`src/rtl/i2c_unjam_pkg.sv`:
```
package i2c_unjam_pkg;

    typedef enum logic [2:0] {
        ST_IDLE,
        ST_RELEASE,
        ST_CHECK,
        ST_PULSE_LOW,
        ST_WAIT_HIGH,
        ST_DONE
    } unjam_state_e;

    function automatic int max3(input int a, input int b, input int c);
        int m;
        m = (a > b) ? a : b;
        return (m > c) ? m : c;
    endfunction

endpackage

```
`src/rtl/unjam_sync.sv`:
```
// Multi-stage synchronizer for the line inputs; reset value is the idle level.
// STAGES must be at least 2.
module unjam_sync #(
    parameter int WIDTH  = 2,
    parameter int STAGES = 2
) (
    input  logic             clk,
    input  logic             rst_n,
    input  logic [WIDTH-1:0] d,
    output logic [WIDTH-1:0] q
);

    for (genvar b = 0; b < WIDTH; b++) begin : g_bit
        logic [STAGES-1:0] shreg;
        always_ff @(posedge clk or negedge rst_n) begin
            if (!rst_n) shreg <= '1;
            else        shreg <= {shreg[STAGES-2:0], d[b]};
        end
        assign q[b] = shreg[STAGES-1];
    end

endmodule

```
`src/rtl/unjam_timer.sv`:
```
// Loadable down-counter; expired while the count is zero.
module unjam_timer #(
    parameter int W = 8
) (
    input  logic         clk,
    input  logic         rst_n,
    input  logic         load,
    input  logic [W-1:0] load_val,
    output logic         expired
);

    logic [W-1:0] cnt;

    always_ff @(posedge clk or negedge rst_n) begin
        if (!rst_n)           cnt <= '0;
        else if (load)        cnt <= load_val;
        else if (cnt != '0)   cnt <= cnt - 1'b1;
    end

    assign expired = (cnt == '0);

endmodule

```
`src/rtl/unjam_attempts.sv`:
```
// Counts SCL pulse attempts of one recovery.
module unjam_attempts #(
    parameter int LIMIT = 100,
    localparam int CW   = $clog2(LIMIT + 1)
) (
    input  logic          clk,
    input  logic          rst_n,
    input  logic          clear,
    input  logic          bump,
    output logic [CW-1:0] count,
    output logic          at_limit
);

    always_ff @(posedge clk or negedge rst_n) begin
        if (!rst_n)     count <= '0;
        else if (clear) count <= '0;
        else if (bump)  count <= count + 1'b1;
    end

    assign at_limit = (count == CW'(LIMIT));

    AST_TRY_BOUND: assert property (@(posedge clk) disable iff (!rst_n)
        count <= CW'(LIMIT));

endmodule

```
`src/rtl/i2c_unjam.sv`:
```
module i2c_unjam #(
    parameter int PULSE_CYC   = 1000,
    parameter int SETTLE_CYC  = 2000,
    parameter int MAX_TRIES   = 100,
    parameter int SYNC_STAGES = 2
) (
    input  logic clk,
    input  logic rst_n,
    input  logic start,
    input  logic scl_in,
    input  logic sda_in,
    output logic scl_drive_low,
    output logic sda_drive_low,
    output logic ctrl_rst,
    output logic ctrl_reinit,
    output logic done,
    output logic ok,
    output logic fail
);
    import i2c_unjam_pkg::*;

    localparam int TMAX = max3(PULSE_CYC, SETTLE_CYC, SYNC_STAGES + 1);
    localparam int TW   = $clog2(TMAX + 1);
    localparam int CW   = $clog2(MAX_TRIES + 1);

    unjam_state_e state_q, state_d;

    logic          scl_s, sda_s, bus_free;
    logic          tmr_load, tmr_exp;
    logic [TW-1:0] tmr_val;
    logic          try_clear, try_bump, at_limit;
    logic [CW-1:0] try_count;
    logic          set_ok, set_fail;
    logic [TW-1:0] low_run;

    unjam_sync #(.WIDTH(2), .STAGES(SYNC_STAGES)) u_sync (
        .clk   (clk),
        .rst_n (rst_n),
        .d     ({scl_in, sda_in}),
        .q     ({scl_s, sda_s})
    );

    assign bus_free = scl_s & sda_s;

    unjam_timer #(.W(TW)) u_timer (
        .clk      (clk),
        .rst_n    (rst_n),
        .load     (tmr_load),
        .load_val (tmr_val),
        .expired  (tmr_exp)
    );

    unjam_attempts #(.LIMIT(MAX_TRIES)) u_tries (
        .clk      (clk),
        .rst_n    (rst_n),
        .clear    (try_clear),
        .bump     (try_bump),
        .count    (try_count),
        .at_limit (at_limit)
    );

    // State register
    always_ff @(posedge clk or negedge rst_n) begin
        if (!rst_n) state_q <= ST_IDLE;
        else        state_q <= state_d;
    end

    // Next state and datapath controls
    always_comb begin
        state_d   = state_q;
        tmr_load  = 1'b0;
        tmr_val   = '0;
        try_clear = 1'b0;
        try_bump  = 1'b0;
        set_ok    = 1'b0;
        set_fail  = 1'b0;
        unique case (state_q)
            ST_IDLE: begin
                if (start) begin
                    state_d   = ST_RELEASE;
                    tmr_load  = 1'b1;
                    tmr_val   = TW'(SYNC_STAGES);
                    try_clear = 1'b1;
                end
            end
            ST_RELEASE: begin
                if (tmr_exp) state_d = ST_CHECK;
            end
            ST_CHECK: begin
                if (bus_free) begin
                    state_d = ST_DONE;
                    set_ok  = 1'b1;
                end else if (at_limit) begin
                    state_d  = ST_DONE;
                    set_fail = 1'b1;
                end else begin
                    state_d  = ST_PULSE_LOW;
                    tmr_load = 1'b1;
                    tmr_val  = TW'(PULSE_CYC - 1);
                    try_bump = 1'b1;
                end
            end
            ST_PULSE_LOW: begin
                if (tmr_exp) begin
                    state_d  = ST_WAIT_HIGH;
                    tmr_load = 1'b1;
                    tmr_val  = TW'(SETTLE_CYC - 1);
                end
            end
            ST_WAIT_HIGH: begin
                if (scl_s || tmr_exp) state_d = ST_CHECK;
            end
            ST_DONE: begin
                state_d = ST_IDLE;
            end
            default: state_d = ST_IDLE;
        endcase
    end

    // Verdict flags, held until the next accepted request
    always_ff @(posedge clk or negedge rst_n) begin
        if (!rst_n) begin
            ok   <= 1'b0;
            fail <= 1'b0;
        end else if (state_q == ST_IDLE && start) begin
            ok   <= 1'b0;
            fail <= 1'b0;
        end else begin
            if (set_ok)   ok   <= 1'b1;
            if (set_fail) fail <= 1'b1;
        end
    end

    // Outputs decoded from the state register
    always_comb begin
        scl_drive_low = 1'b0;
        sda_drive_low = 1'b0;
        ctrl_rst      = 1'b0;
        ctrl_reinit   = 1'b0;
        done          = 1'b0;
        unique case (state_q)
            ST_IDLE:      ;
            ST_RELEASE:   ctrl_rst = 1'b1;
            ST_CHECK:     ctrl_rst = 1'b1;
            ST_PULSE_LOW: begin
                ctrl_rst      = 1'b1;
                scl_drive_low = 1'b1;
            end
            ST_WAIT_HIGH: ctrl_rst = 1'b1;
            ST_DONE: begin
                done        = 1'b1;
                ctrl_reinit = 1'b1;
            end
            default: ;
        endcase
    end

    // Length of the current low drive, for the pulse-width check
    always_ff @(posedge clk or negedge rst_n) begin
        if (!rst_n)             low_run <= '0;
        else if (scl_drive_low) low_run <= low_run + 1'b1;
        else                    low_run <= '0;
    end

    AST_PULSE_WIDTH: assert property (@(posedge clk) disable iff (!rst_n)
        $fell(scl_drive_low) |-> (low_run == TW'(PULSE_CYC)));

    AST_RST_WHILE_PULSE: assert property (@(posedge clk) disable iff (!rst_n)
        scl_drive_low |-> ctrl_rst);

    AST_DONE_RELEASES: assert property (@(posedge clk) disable iff (!rst_n)
        $past(ctrl_rst) && !ctrl_rst |-> done);

    AST_DONE_SINGLE: assert property (@(posedge clk) disable iff (!rst_n)
        done |=> !done);

    AST_DONE_VERDICT: assert property (@(posedge clk) disable iff (!rst_n)
        done |-> (ok ^ fail));

    AST_FREE_NO_PULSE: assert property (@(posedge clk) disable iff (!rst_n)
        (state_q == ST_CHECK && bus_free) |=> !scl_drive_low);

    AST_FAIL_AT_LIMIT: assert property (@(posedge clk) disable iff (!rst_n)
        $rose(fail) |-> (try_count == CW'(MAX_TRIES)));

endmodule

```
`config.mk`:
```
export PLATFORM = sky130hd
export DESIGN_NAME = i2c_unjam
export DESIGN_NICKNAME = d
export VERILOG_FILES = /design/src/rtl/i2c_unjam_pkg.sv /design/src/rtl/unjam_sync.sv /design/src/rtl/unjam_timer.sv /design/src/rtl/unjam_attempts.sv /design/src/rtl/i2c_unjam.sv
export SDC_FILE = /design/constraint.sdc
export NUM_CORES = 1
export LEC_CHECK = 0
export BUFFER_PORTS_ARGS = -buffer_cell sky130_fd_sc_hd__buf_2
export CAP_MARGIN = 20
export CORE_MARGIN = 2
export CORE_UTILIZATION = 40
export CTS_CLUSTER_SIZE = 12
export DETAILED_ROUTE_END_ITERATION = 10
export GPL_ROUTABILITY_DRIVEN = 0
export SKIP_LAST_GASP = 1
export SLEW_MARGIN = 20
export SYNTH_ARGS = -nofsm -noshare
export SYNTH_HDL_FRONTEND = slang
export SYNTH_SLANG_ARGS = --single-unit
```
`constraint.sdc`:
```
create_clock -name clk -period 3.2 [get_ports clk]
set_input_delay 0.32 -clock clk [delete_from_list [all_inputs] [get_ports clk]]
set_output_delay 0.32 -clock clk [all_outputs]
set_load 0.02 [all_outputs]
```
# [Word-level counts from Yosys, hierarchy flattened]
# Cells that the tools add are included.
[classes] n_addsub=2 n_eq_ne=10 mux=35 n_bitwise=1 n_reduce_logical=11
[ops] cell="$mux W11" count=3
[ops] cell="$pmux W11 S3" count=1
[ops] cell="$mux W10" count=2
[ops] cell="$mux W1" count=18
[ops] cell="$mux W3" count=6
[ops] cell="$pmux W3 S5" count=1
[ops] cell="$mux W7" count=2
[ops] cell="$logic_not A11 Y1" count=1
[ops] cell="$reduce_bool A11 Y1" count=1
[ops] cell="$sub A11 B1 Y11 const B" count=1
[ops] cell="$ne A2 B2 Y1 const B" count=4
[ops] cell="$reduce_bool A2 Y1" count=4
[ops] cell="$add A7 B1 Y7 const B" count=1
[ops] cell="$eq A7 B7 Y1 const B" count=1
[ops] cell="$eq A3 B2 Y1 const B" count=2
[ops] cell="$eq A3 B3 Y1 const B" count=2
[ops] cell="$reduce_and A4 Y1" count=1
[ops] cell="$reduce_or A4 Y1" count=1
[ops] cell="$eq A3 B1 Y1 const B" count=1
[ops] cell="$logic_not A3 Y1" count=1
[ops] cell="$pmux W1 S3" count=1
[ops] cell="$mux W2" count=1
[ops] cell="$and A1 B1 Y1" count=1
[ops] cell="$logic_and A1 B1 Y1" count=1
[ops] cell="$logic_or A1 B1 Y1" count=1
[word_totals] ff_bits=27 input_bits=5 output_inout_bits=7 elab_cells=66

# [Longest topological paths before layout]
# Gate-level depths: netlist of the first run.
[depth] depth_word=6 ltp_mapped=7 mapped_depth_nobuf=6

# [Modules after synthesis]
# Synthesis of the first run repeated with hierarchy kept, for this count alone.
[unflattened] hier_cells=144 area_unflattened_um2=1468.9
[modules_own_cells] mod="unjam_timer" n_inst=1 cells_per_inst=63 area_each_um2=626.9 seq_area_each_um2=275.3
[modules_own_cells] mod="i2c_unjam" n_inst=1 cells_per_inst=40 area_each_um2=380.4 seq_area_each_um2=125.1
[modules_own_cells] mod="unjam_attempts" n_inst=1 cells_per_inst=35 area_each_um2=341.6 seq_area_each_um2=175.2
[modules_own_cells] mod="unjam_sync" n_inst=1 cells_per_inst=6 area_each_um2=120.1 seq_area_each_um2=105.1

# [Worst setup path after synthesis of the first run]
# No wires, ideal clock.
[synth_path] path_kind="register -> register" from="register u_timer.cnt[0]" to="register u_timer.cnt[1]" setup_time_ns=0.069 arrival_ns=1.927 required_time_ns=3.131 path_slack_ns=1.204 stages_incl_launch_ff=8 n_path_buf=1 synth_period_minus_slack_ns=1.996 cell_sequence="dfrtp_1 > inv_1 > ha_1 > or3b_2 > nor4b_4 > buf_6 > mux2_2 > nand3_1"
[synth_via] elab_chain_len=4 word_cells_on_any_way=10 classes_between="add/sub: 1; mux: 6; reduce/logical: 3"
[synth_rtl] element="start, declared" line_no="unjam_timer.sv:12" rtl="logic [W-1:0] cnt;"
[synth_rtl] element="start signal, assigned" line_no="unjam_timer.sv:16" rtl="else if (load) cnt <= load_val;"
[synth_rtl] element="start signal, assigned" line_no="unjam_timer.sv:17" rtl="else if (cnt != '0) cnt <= cnt - 1'b1;"
[synth_rtl] element="branches (longest 4 deep; another with $sub A11 B1 Y11)"
# Several ways; the timed one is not identified. The select of a mux whose other input is x is not followed.
# A chain may end at the register's enable or synchronous reset.

# [Worst setup path after layout of the first run]
# Same ends and word-level chain as after synthesis.

==> results of run 1 <==
[layout make-up]
type	count	area share
multi-input combinational	102	0.4385
timing repair buffer	11	0.03964
sequential	27	0.4492
tap	46	0.03799
clock buffer	3	0.01486
inverter	6	0.01486
clock inverter	1	0.004955
[synthesized netlist by cell type (2+ instances only)]
master | number | area [um^2]
o31ai_1 | 3 | 22.52
and3_1 | 3 | 18.77
nor2_1 | 12 | 45.04
nor3_1 | 4 | 20.02
a21oi_1 | 8 | 40.04
dfrtp_1 | 23 | 575.6
o21ai_0 | 13 | 65.06
nor4_1 | 3 | 18.77
or4_1 | 2 | 15.01
dfstp_2 | 4 | 105.1
buf_2 | 2 | 10.01
buf_4 | 3 | 22.52
xnor2_1 | 11 | 96.34
inv_1 | 6 | 22.52
nand3_1 | 8 | 40.04
ha_1 | 3 | 37.54
nand2_1 | 8 | 30.03
[critical path, stage by stage, from the launching register on]
cell	delay [ps]
dfrtp_1	420
inv_1	100
ha_1	200
or3b_2	530
nor4b_4	550
mux2_2	400
nand3_1	70
[state kept, by name, indices dropped and copies added (netlist names)]
name                flops
state_q                 3
u_sync.g_bit.shreg      4
u_tries.count           7
fail                    1
ok                      1
u_timer.cnt            11
[metal layers]
metal | vias up | GRT usage
li1 | 520 | -
met1 | 509 | 0.1968
met2 | 21 | 0.2289
met3 | 4 | 0.03929
met4 | 0 | 0.04891
met5 | - | 0
[kinds of logic (layout without fill, tap and decap cells)]
logic type,count (synthesis),in the layout
muxes,2,2
adders and majority gates,3,3
buffers and inverters,13,21
other,1,1
and+or+nand+nor,52,52
DFF,27,27
xor gates and xnor gates,11,11
AOI/OAI and AO/OA,33,33
[power by group through the flow]
| stage | clock network (mW) | logic, mW | registers, mW |
|---|---|---|---|
| 3_5_place_dp | 0 | 0.333 | 0.573 |
| 2_1_floorplan | 0 | 0.284 | 0.539 |
| 5_1_grt | 0.170 | 0.382 | 0.586 |
| 6_report | 0.151 | 0.332 | 0.569 |
| 3_3_place_gp | 0 | 0.327 | 0.568 |
| 4_1_cts | 0.160 | 0.336 | 0.567 |
[how the worst max path moves through the flow]
stage	startpoint	to	slack [ps]
2_1_floorplan	u_timer.cnt[0]$_DFFE_PN0P_	u_timer.cnt[1]$_DFFE_PN0P_	1200
5_1_grt	u_timer.cnt[0]$_DFFE_PN0P_	u_timer.cnt[1]$_DFFE_PN0P_	740
4_1_cts	u_timer.cnt[0]$_DFFE_PN0P_	u_timer.cnt[1]$_DFFE_PN0P_	870
6_report	u_timer.cnt[0]$_DFFE_PN0P_	u_timer.cnt[1]$_DFFE_PN0P_	880
3_3_place_gp	u_timer.cnt[0]$_DFFE_PN0P_	u_timer.cnt[1]$_DFFE_PN0P_	990
3_5_place_dp	u_timer.cnt[0]$_DFFE_PN0P_	u_timer.cnt[1]$_DFFE_PN0P_	910
[what timing repair did]
action	4_1_cts	5_1_grt
endpoints found under the hold margin	16	0
endpoints found under the setup margin	0	0
gates resized for setup	0	0
hold buffers	1	0
==> metrics.txt, run 1 <==
status complete, no violations; die height 63.48 um; mux share of post-synthesis cell area 0.01503; crit-path max FO 11; DRC viols 0; H-tree depth 1; Yosys reg bits 27; power share of the combinational group 0.316; Setup crit start kind register; met1 wire length 1336 um; core area 3363 um^2; uppermost layer routed met4; Setup WS post-layout 875.0 ps; diodes inserted 0; final instance area 1515 um^2; worst skew pair latency 340 ps; DR pass1 iterations 4; # rows 21; pre-CTS WS 907.0 ps; Worst slew margin 0.5991; Worst R2R Path Depth 6; hold path start scl_in; total die area 4030 um^2; cell area after synthesis 1415 um^2; Ys Warns 0; initial antenna violation count 0; number of buffers created by CTS 3; Final setup viols 0; routed wl met3 86 um; vias in the first global route 1053; WHS Endpoint u_sync.g_bit[1].shreg[0]$_DFF_PN1_; Final Skew 26.05 ps; root buffer cell clkbuf_4; largest net degree at the start of global routing 28; hold slack 86.52 ps; met2 WL post-DR 1242 um; Placed Instances 191; most frequent cells in the layout dfrtp_1 (23), o21ai_0 (13), nor2_1 (12); XOR/XNOR share of the synthesized area 0.06808; post-CTS setup buffers 0; CTS tree done; Int Pwr 0.6647 mW; Buffers on Ports 10; Hold Path Class in2reg; Multi-input gate area 664.4 um^2; Peak VDD IR 0.2919 mV; Slew Limit Fails 0; Final Hold Fails 0; sw frac 0.3678; ANT nets after route 0; required time of the critical path 3490 ps; ys flop type dfrtp_1; Max-cap violations 0; critical path class reg2reg; post-DR wirelength/cell 13.79 um; Via Count 1054; Final #Nets 159; Mapped Nets 150; FMAX 430.1 MHz; RSZ-0062 raised after global routing no; I/O Pins 12; hold depth 1; P_sw 0.3867 mW; Reg2Reg Setup Slack 880 ps; DIE WIDTH 63.48 um; Via density 5.378; Reg power frac 0.541; grt total ovfl 0; measured slew at the worst slew-check pin 598.8 ps; sequential share of the synthesized area 0.4810; RR Endpoint u_timer.cnt[1]$_DFFE_PN0P_; Setup TNS Final 0 ps; global-route wire length before repair 4733 um; combinational family with the most area after synthesis simple AND/OR/NAND/NOR gates; asr flop ratio synth 1.000; Synth Area in Adders 0.02653; Pleak 0.6226 nW; Reg area 680.7 um^2; Area growth syn-to-layout 7.073%; Max Root-Sink Buffers 2; post-placement cell area 1475 um^2; CP endpoint kind register; clk sinks 27; leading cell type in the layout, fill and taps excluded dfrtp_1; DP HPWL 1957 um; post-layout min period 2325 ps; post-synthesis compound-gate area fraction 0.1424; Clock power frac 0.143; Starting DRT DRC Count 75; final non-filler cell total 196; final cycle utilization of the critical path 0.7266; clock slew at reported path FFs 160 ps; post-synthesis simple-gate area fraction 0.2149; Starting Density 0.4208; Cells after Synth 142; Final Power 1.051 mW; syn_area_per_cell 9.966 um^2; aggregate global-route resource usage 0.1467; layout cells sized above 1 0.1800; EDFF count, synth 0; fillcell total 340; r2r startpoint u_timer.cnt[0]$_DFFE_PN0P_; Final Util 0.4505; Worst Path Arrival 2610 ps; Yosys cell types 43; drt total wl 2703 um; Pwr Density 693.9 nW/um^2
(Power assumes the default switching activity.)
==> run 2, diff against run 1 <==
--- a/config.mk
+++ b/config.mk
@@ -5,6 +5,7 @@
 export SDC_FILE = /design/constraint.sdc
 export NUM_CORES = 1
 export LEC_CHECK = 0
+export ABC_AREA = 1
 export BUFFER_PORTS_ARGS = -buffer_cell sky130_fd_sc_hd__buf_2
 export CAP_MARGIN = 20
 export CORE_MARGIN = 2
==> constraint.sdc (replaced) <==
create_clock -name clk -period 2.15 [get_ports clk]
set_input_delay 0.215 -clock clk [delete_from_list [all_inputs] [get_ports clk]]
set_output_delay 0.215 -clock clk [all_outputs]
set_load 0.02 [all_outputs]
==> run 2 against run 1 <==
Compared with the run above: global-route usage grew 0.82 points; first-iteration DRC count shrank 36%; register-to-register slack lost 350 ps; power grew 110%; sequential share of layout area shrank 6.1 points; sequential power grew 45%.
==> metrics.txt, run 2 <==
Yosys cell types 34 (was 43); Largest Register u_timer.cnt (unchanged); Peak VDD IR 0.5342 mV (was 0.2919 mV); number of buffers created by CTS 3 (unchanged); Final setup viols 0 (unchanged); Worst R2R Path Depth 8 (was 6); total die area 4559 um^2 (was 4030 um^2); root buffer cell clkbuf_8 (was clkbuf_4); CP delay by family, top simple AND/OR/NAND/NOR gates (unchanged); Placed Instances 257 (was 191); max incr delay on CP 410 ps (was 550 ps); EDFF count, synth 0 (unchanged); Starting Density 0.4094 (was 0.4208); area leader, netlist dfrtp_1 (unchanged); Max Root-Sink Buffers 2 (unchanged); aggregate global-route resource usage 0.1550 (was 0.1467); global-route wire length before repair 5306 um (was 4733 um); core area 3943 um^2 (was 3363 um^2); leading cell type in the layout, fill and taps excluded nand2_1 (was dfrtp_1); Setup TNS Final 0 ps (unchanged); max reg flops 11 (unchanged); ys flop type dfrtp_1 (unchanged); DIE WIDTH 67.52 um (was 63.48 um); measured slew at the worst slew-check pin 607.1 ps (was 598.8 ps); # rows 23 (was 21); most frequent cells in the layout nand2_1 (44), inv_1 (25), nor2_1 (24) (was dfrtp_1 (23), o21ai_0 (13), nor2_1 (12)); Mapped Nets 208 (was 150); Hold Path Class in2reg (unchanged); hold slack 42.31 ps (was 86.52 ps); Synth area leaders dfrtp_1 (36%), nand2_1 (10%), dfstp_2 (6.5%) (was dfrtp_1 (41%), dfstp_2 (7.4%), xnor2_1 (6.8%)); Slew Limit Fails 0 (unchanged); Yosys reg bits 27 (unchanged); syn_area_per_cell 8.070 um^2 (was 9.966 um^2); die height 67.52 um (was 63.48 um); Via Count 1250 (was 1054); WP buf/inv 1 (unchanged); DP HPWL 2245 um (was 1957 um); Final Hold Fails 0 (unchanged); clk sinks 27 (unchanged); critical path class reg2reg (unchanged); Buffers on Ports 10 (unchanged); crit-path max FO 8 (was 11); ANT nets after route 0 (unchanged); CP max stage cell dfrtp_1 (was nor4b_4); I/O Pins 12 (unchanged); final non-filler cell total 262 (was 196); most common cell in the synthesized netlist nand2_1 (was dfrtp_1); CP endpoint kind register (unchanged); Max-cap violations 0 (unchanged); diodes inserted 0 (unchanged); Via density 4.771 (was 5.378); final cycle utilization of the critical path 0.7562 (was 0.7266); Final Util 0.4453 (was 0.4505); Post-synth top cells nand2_1 (44), inv_1 (25), nor2_1 (24) (was dfrtp_1 (23), o21ai_0 (13), nor2_1 (12)); Setup crit start kind register (unchanged); Starting DRT DRC Count 48 (was 75); FMAX 615.1 MHz (was 430.1 MHz); Pleak 0.9231 nW (was 0.6226 nW); status complete, no violations (unchanged); DRC viols 0 (unchanged); Ys Warns 0 (unchanged); layout cells sized above 1 0.2028 (was 0.1800); RSZ-0062 raised after global routing no (unchanged); Yosys top cell area share 0.3566 (was 0.4067); Worst Path Arrival 1810 ps (was 2610 ps); largest net degree at the start of global routing 28 (unchanged); Levels on crit path 8 (was 6); Worst slew margin 0.5952 (was 0.5991); Final #Nets 221 (was 159); Pwr Density 1263 nW/um^2 (was 693.9 nW/um^2); grt total ovfl 0 (unchanged); cell area after synthesis 1614 um^2 (was 1415 um^2); DR pass1 iterations 4 (unchanged); Critical Path, Cell by Cell inv_1 > ha_1 > nand2_1 > nor2_4 > nand3_2 > nand2_2 > nand2_1 > o22ai_1 (was inv_1 > ha_1 > or3b_2 > nor4b_4 > mux2_2 > nand3_1); Cells after Synth 200 (was 142); Final Skew 13.45 ps (was 26.05 ps); vias in the first global route 1180 (was 1053); post-DR wirelength/cell 11.33 um (was 13.79 um); Largest regs u_timer.cnt x11, u_tries.count x7, u_sync.g_bit.shreg x4 (unchanged); worst skew pair latency 270 ps (was 340 ps); drt total wl 2969 um (was 2703 um); Area growth syn-to-layout 8.759% (was 7.073%); initial antenna violation count 0 (unchanged); post-layout min period 1626 ps (was 2325 ps); required time of the critical path 2330 ps (was 3490 ps); sequential share of the synthesized area 0.4217 (was 0.4810); H-tree depth 1 (unchanged); most used cell, CP nand2_1; CTS tree done (unchanged); clock slew at reported path FFs 100 ps (was 160 ps); hold depth 1 (unchanged); asr flop ratio synth 1.000 (unchanged)
## run 2: cell type report
cell class / count / area (um^2)
clock buffers: 4 / 45.04
multi-input cells: 140 / 793.3
flip-flops and latches: 27 / 680.7
well taps: 50 / 62.56
inverters: 30 / 113.9
fillers: 396 / 2187
repair buffers: 11 / 60.06
## run 2: through the flow
| step | cell area (um^2) | worst slack [ps] | total power [mW] |
|---|---|---|---|
| 6_report | 1755 | 524.3 | 2.217 |
| 4_1_cts | 1755 | 501.4 | 2.246 |
| 2_1_floorplan | 1614 | 740.1 | 1.720 |
| 3_5_place_dp | 1700 | 540.4 | 1.950 |
| 3_3_place_gp | 1700 | 550.4 | 1.948 |
| 5_1_grt | 1755 | 322.3 | 2.455 |
## run 2: where the power goes
group	leakage, nW	internal (mW)	switching, mW
clock	0.0228	0.133	0.152
sequential	0.341	0.670	0.156
combinational	0.559	0.394	0.712
total	0.923	1.20	1.02
## run 2: kinds of logic after synthesis
kind of cell             Yosys count  share of synthesized area
AND/OR/NAND/NOR                  109                     0.3574
adder cells (fa/ha/maj)            3                    0.02326
AO/OA/AOI/OAI                     23                    0.08683
buffers and inverters             33                    0.08681
XOR/XNOR                           4                    0.02170
flip-flops                        27                     0.4217
other                              1                   0.002323
## run 2: timing repair
item | CTS | global route
hold buffers | 1 | 0
buffers inserted | 0 | 0
hold endpoints to repair | 23 | 0
gates resized for setup | 0 | 0
## run 2: worst paths after layout
check                      slack (ps)                                 end                          startpoint
max reg2reg                       520              state_q[2]$_DFFE_PN0P_          u_timer.cnt[0]$_DFFE_PN0P_
min reg2reg                       360  u_sync.g_bit[0].shreg[1]$_DFF_PN1_  u_sync.g_bit[0].shreg[0]$_DFF_PN1_
min                                40  u_sync.g_bit[1].shreg[0]$_DFF_PN1_                              scl_in
min in group asynchronous         470          u_timer.cnt[4]$_DFFE_PN0P_                               rst_n
max                               520              state_q[2]$_DFFE_PN0P_          u_timer.cnt[0]$_DFFE_PN0P_
max in group asynchronous        1260              state_q[2]$_DFFE_PN0P_                               rst_n
## run 2: per-layer routing
metal,vias up,wire length (um),GRT usage
met3,2,85,0.03500
met1,576,1508,0.2093
met2,18,1345,0.2475
li1,654,-,-
met4,0,29,0.04592
met5,-,0,0
